[config.mk]
export PLATFORM = sky130hd
export DESIGN_NAME = async_triple_capture
export DESIGN_NICKNAME = d
export VERILOG_FILES = /design/src/rtl/triple_capture_pkg.sv /design/src/rtl/copy_synchronizer.sv /design/src/rtl/majority_voter.sv /design/src/rtl/rise_detector.sv /design/src/rtl/async_triple_capture.sv
export SDC_FILE = /design/constraint.sdc
export NUM_CORES = 1
export LEC_CHECK = 0
export CORE_AREA = 4 4 41 43
export CTS_CLUSTER_SIZE = 25
export DETAILED_ROUTE_END_ITERATION = 6
export DIE_AREA = 0 0 45 47
export PLACE_DENSITY_LB_ADDON = 0.2
export SLEW_MARGIN = 20
export SYNTH_ARGS = -nofsm -noshare
export SYNTH_HDL_FRONTEND = slang
export SYNTH_HIERARCHICAL = 1
export SYNTH_SLANG_ARGS = --single-unit
[constraint.sdc]
create_clock -name clk_i -period 1.1 [get_ports clk_i]
set_clock_uncertainty 0.15 [all_clocks]
set_input_delay 0.33 -clock clk_i [delete_from_list [all_inputs] [get_ports clk_i]]
set_output_delay 0.33 -clock clk_i [all_outputs]
set_load 0.01 [all_outputs]
[src/rtl/triple_capture_pkg.sv]
package triple_capture_pkg;

   localparam int unsigned COPY_COUNT = 3;

   typedef logic [COPY_COUNT-1:0] copy_vec_t;

   // two-out-of-three majority
   function automatic logic vote2of3(input copy_vec_t v);
      return (v[0] & v[1]) | (v[1] & v[2]) | (v[0] & v[2]);
   endfunction

   // high when the copies are not unanimous
   function automatic logic copies_differ(input copy_vec_t v);
      return (v != '0) && (v != '1);
   endfunction

endpackage

[src/rtl/copy_synchronizer.sv]
module copy_synchronizer #(
   parameter int unsigned DEPTH = 2
) (
   input  logic clk_i,
   input  logic rst_i,
   input  logic async_i,
   output logic sync_o
);

   localparam int unsigned LAST = DEPTH - 1;

   generate
      if (DEPTH < 2) begin : g_bad_depth
         $error("copy_synchronizer: DEPTH must be at least 2");
      end
   endgenerate

   logic [LAST:0] stage_q;

   always_ff @(posedge clk_i) begin
      if (rst_i) begin
         stage_q <= '0;
      end else begin
         stage_q <= {stage_q[LAST-1:0], async_i};
      end
   end

   assign sync_o = stage_q[LAST];

endmodule

[src/rtl/majority_voter.sv]
module majority_voter
   import triple_capture_pkg::*;
(
   input  copy_vec_t votes_i,
   output logic      major_o,
   output logic      split_o
);

   always_comb begin
      major_o = vote2of3(votes_i);
      split_o = copies_differ(votes_i);
   end

endmodule

[src/rtl/rise_detector.sv]
module rise_detector (
   input  logic clk_i,
   input  logic rst_i,
   input  logic level_i,
   output logic pulse_o
);

   logic hist_q;

   always_ff @(posedge clk_i) begin
      if (rst_i) begin
         hist_q <= 1'b0;
      end else begin
         hist_q <= level_i;
      end
   end

   assign pulse_o = level_i & ~hist_q;

endmodule

[src/rtl/async_triple_capture.sv]
module async_triple_capture
   import triple_capture_pkg::*;
#(
   parameter int unsigned SYNC_DEPTH = 2
) (
   input  logic       clk_i,
   input  logic       rst_i,
   input  logic [2:0] copies_i,
   output logic       level_o,
   output logic       rise_o,
   output logic       mismatch_o
);

   copy_vec_t synced_w;
   logic      voted_w;
   logic      split_w;

   generate
      for (genvar k = 0; k < COPY_COUNT; k++) begin : g_copy
         copy_synchronizer #(
            .DEPTH(SYNC_DEPTH)
         ) u_sync (
            .clk_i  (clk_i),
            .rst_i  (rst_i),
            .async_i(copies_i[k]),
            .sync_o (synced_w[k])
         );
      end
   endgenerate

   majority_voter u_vote (
      .votes_i(synced_w),
      .major_o(voted_w),
      .split_o(split_w)
   );

   rise_detector u_edge (
      .clk_i  (clk_i),
      .rst_i  (rst_i),
      .level_i(voted_w),
      .pulse_o(rise_o)
   );

   assign level_o    = voted_w;
   assign mismatch_o = split_w;

endmodule

==> results.txt <==
The smallest clock period supported by the final layout is computed as 1.60 ns. Max-cap violations in this run came to 0. After detailed routing, the number of remaining DRC violations is 0. The reg-to-reg setup timing slack is -0.03 ns. The slowest stage of the critical path is the dfxtp_2 cell. The number of top-level pins came out at 8.

For this block, the routed nets add up to 352 um of wire. The worst hold slack after final layout is 0.280 ns. The first-pass GRT wire length is 524 um. The final worst-path cycle share is 146%. Setup repair after global routing could not meet its margin everywhere.

In the final design database the tool counted 41 nets. The worst path setup slack after routing came out at -0.502 ns. The overall track demand over capacity in global routing is 4.04%. The gate count after technology mapping came out at 19. The total instance count after detailed placement came out at 43. The analysis attributes to net switching a power of 106 uW. The data arrival time of the critical path is 1.12 ns. The number of warnings issued by yosys is 6. The signal on the critical path passes through maj3_2 -> nor2b_4 -> buf_6.

The layout has 147 filler cells. Sorting the synthesized cells by how often they occur yields dfxtp_1 (7), nor2b_1 (6), nor2b_4 (2). The sequential standard cell area came out at 144 sq um. The initial core utilization came out at 17.8%. After detailed routing, no signal wire sits above met3. The final standard cell count with taps included and fillers excluded is 50. The count of final hold-check violations is 0. The clock share of power came out at 40.7%.

TritonCTS built the clock tree. The sort of element at the end of the critical path is an output port. On the worst path, the slowest cell contributes a delay of 0.32 ns. The power density over the cells came out at 1410 mW/mm^2. The run finished, with violations left. The share of power burned in combinational logic came out at 9.9%. The final weighted congestion in routability-driven placement is 0.585. The antenna diode count is 0. The number of global-route vias before repair came to 150. The initial antenna violation count came out at 0. The static leakage power is 0.167 nW. The total negative slack for setup checks came out at -1.36 ns.

The maximum buffer depth of the clock tree is 2. The region available for standard cell placement spans 0.00130 sq mm. The pre-CTS setup slack came out at -0.617 ns. The number of vias per cell after detailed routing came out at 3.60. The tightest slew margin relative to the limit is 90.4%. The number of nets in the synthesized netlist is 24. The max-slew violation total from the final report came out at 0.

Counting flops with a built-in enable in the synthesized netlist gives 0. The final reports fail on setup timing. Total power for the finished layout comes to 547 uW. The largest fanout of any net on the critical path is 3.

Of all cell types, the one taking the most synthesized area is dfxtp_1. The share of flip-flops with an asynchronous set or reset after synthesis came out at 0%. The number of vias after detailed routing came out at 180. In this run the cell area of the synthesized design comes to 231 sq um. In the final layout, the multi-input gates occupy 98.8 sq um.

The maximum vdd drop came out at 0.394 mV. The wire length the detailed router placed on met1 is 130 um. Setup violations remaining at the end of the flow were counted as 4.

The area growth from synthesis to layout is 67.0%. In the detailed route, the total length drawn on met2 is 167 um. In this run the biggest area consumer among cell types represents 60.5% of the synthesized area. The synthesized design contains 7 register bits.

The detailed route wirelength on metal3 came out at 54 um. The standard-cell row count came out at 13. The clock network latency to the later pin of the worst-skew pair came out at 0.24 ns. The number of DRC markers in iteration 0 came out at 3. The final non-filler cell area came out at 387 sq um.

The most frequently used flop master after synthesis is dfxtp_1. The average routed wire per standard cell is 7.04 um. The clock input transition at the sequential cells of the worst setup and hold paths came out at 0.05 ns. Dividing the synthesized area by the synthesized cell count gives 12.2 sq um. The launching element type of the critical path is a flip-flop. In the post-synthesis netlist, the biggest area contributors are dfxtp_1 (61%), nor2b_1 (16%), nor2b_4 (12%).

The largest net degree at the start of global routing is 8. Synthesis instantiated 7 different standard cells from the library. The sequential-to-total area share from yosys stat is 60.5%. Net switching is 19.4% of the power. The share of cells above drive strength 1 came out at 54.3%.

The first-pass detailed-route iteration total came out at 2. The tree is rooted in a clkbuf_4. The required time reported for the critical path endpoint is 0.62 ns. CTS built an H-tree with a depth of 1. Summed over all layers, the global routing overflow is 0. The sequential share of power came out at 49.4%. The clock net sink count came out at 7. The area after detailed placement came out at 338 sq um. The path category of the worst min-delay check is flip-flop to flip-flop. The transition time at the pin with the least slew margin came out at 0.143 ns.

The die outline area came out at 0.00212 sq mm. The antenna violation net count after detailed routing is 0. The height of the die came out at 47 um.

The most common cell in the synthesized netlist is dfxtp_1. The design internal power is 440 uW. The critical path in this run is classified as flip-flop to output port. The die boundary width came out at 45 um. The final design utilization came out at 29.7%. Clock tree synthesis inserted a total of 3 buffers. The maximum frequency from static timing analysis came out at 624 MHz. During placement, the flow inserted port buffers numbering 7.
## what timing repair did
action | in CTS | in global routing
resized for setup | 17 | 0
buffers inserted | 2 | 1
hold buffers | 0 | 0
endpoints found under the setup margin | 3 | 4
pin swaps | 3 | 3
## area by class of cell
type / count / share of cell area, %
Multi-Input combinational cell: 12 / 25.6
Sequential cell: 7 / 37.2
Timing Repair Buffer: 12 / 25.6
Tap cell: 15 / 4.85
Clock buffer: 4 / 6.80
## kinds of logic after synthesis
| family | share of synthesized area (%) |
|---|---|
| DFF | 60.5 |
| and+or+nand+nor | 34.6 |
| adders and majority gates | 4.86 |
## placed cells by master (no fill, tap or decap), drive strengths merged
master and instances:
buf 8, nor2b 8, dfxtp 7, clkdlybuf4s50 4, clkbuf 4, nor2 1
nor3 1, maj3 1, and3 1
## routing by layer
layer	up-vias	global-route usage, %
met5	-	0
met1	79	3.44
met3	0	3.45
li1	93	-
met4	0	5.26
met2	8	5.08
## flip-flops by register name, summed over array words and instances, names as in the netlist
| signal | count |
|---|---|
| g_copy.u_sync/stage_q | 6 |
| u_edge/hist_q | 1 |
## critical path: cells and delay by family, from the launching register on
family / cells / cell delay (ns)
and+or+nand+nor: 1 / 0.13
DFF: 1 / 0.32
buffers and inverters: 1 / 0.11
adders and majority gates: 1 / 0.32
## power by group through the flow
stage	Combinational, mW	Sequential [mW]	Clock [mW]
floorplan	0.0182	0.274	0
global placement	0.0506	0.274	0
finish	0.0543	0.270	0.222
detailed placement	0.0516	0.274	0
CTS	0.0517	0.270	0.234
global route	0.0586	0.270	0.252
## path summary, 6_finish.rpt
check | from | end | depth (start not counted)
max | g_copy[0].u_sync/stage_q[1] | rise_o | 3
min | g_copy[0].u_sync/stage_q[0] | g_copy[0].u_sync/stage_q[1] | 1
max reg2reg | g_copy[0].u_sync/stage_q[1] | u_edge/hist_q | 3
min reg2reg | g_copy[0].u_sync/stage_q[0] | g_copy[0].u_sync/stage_q[1] | 1
(Power assumes the default switching activity.)
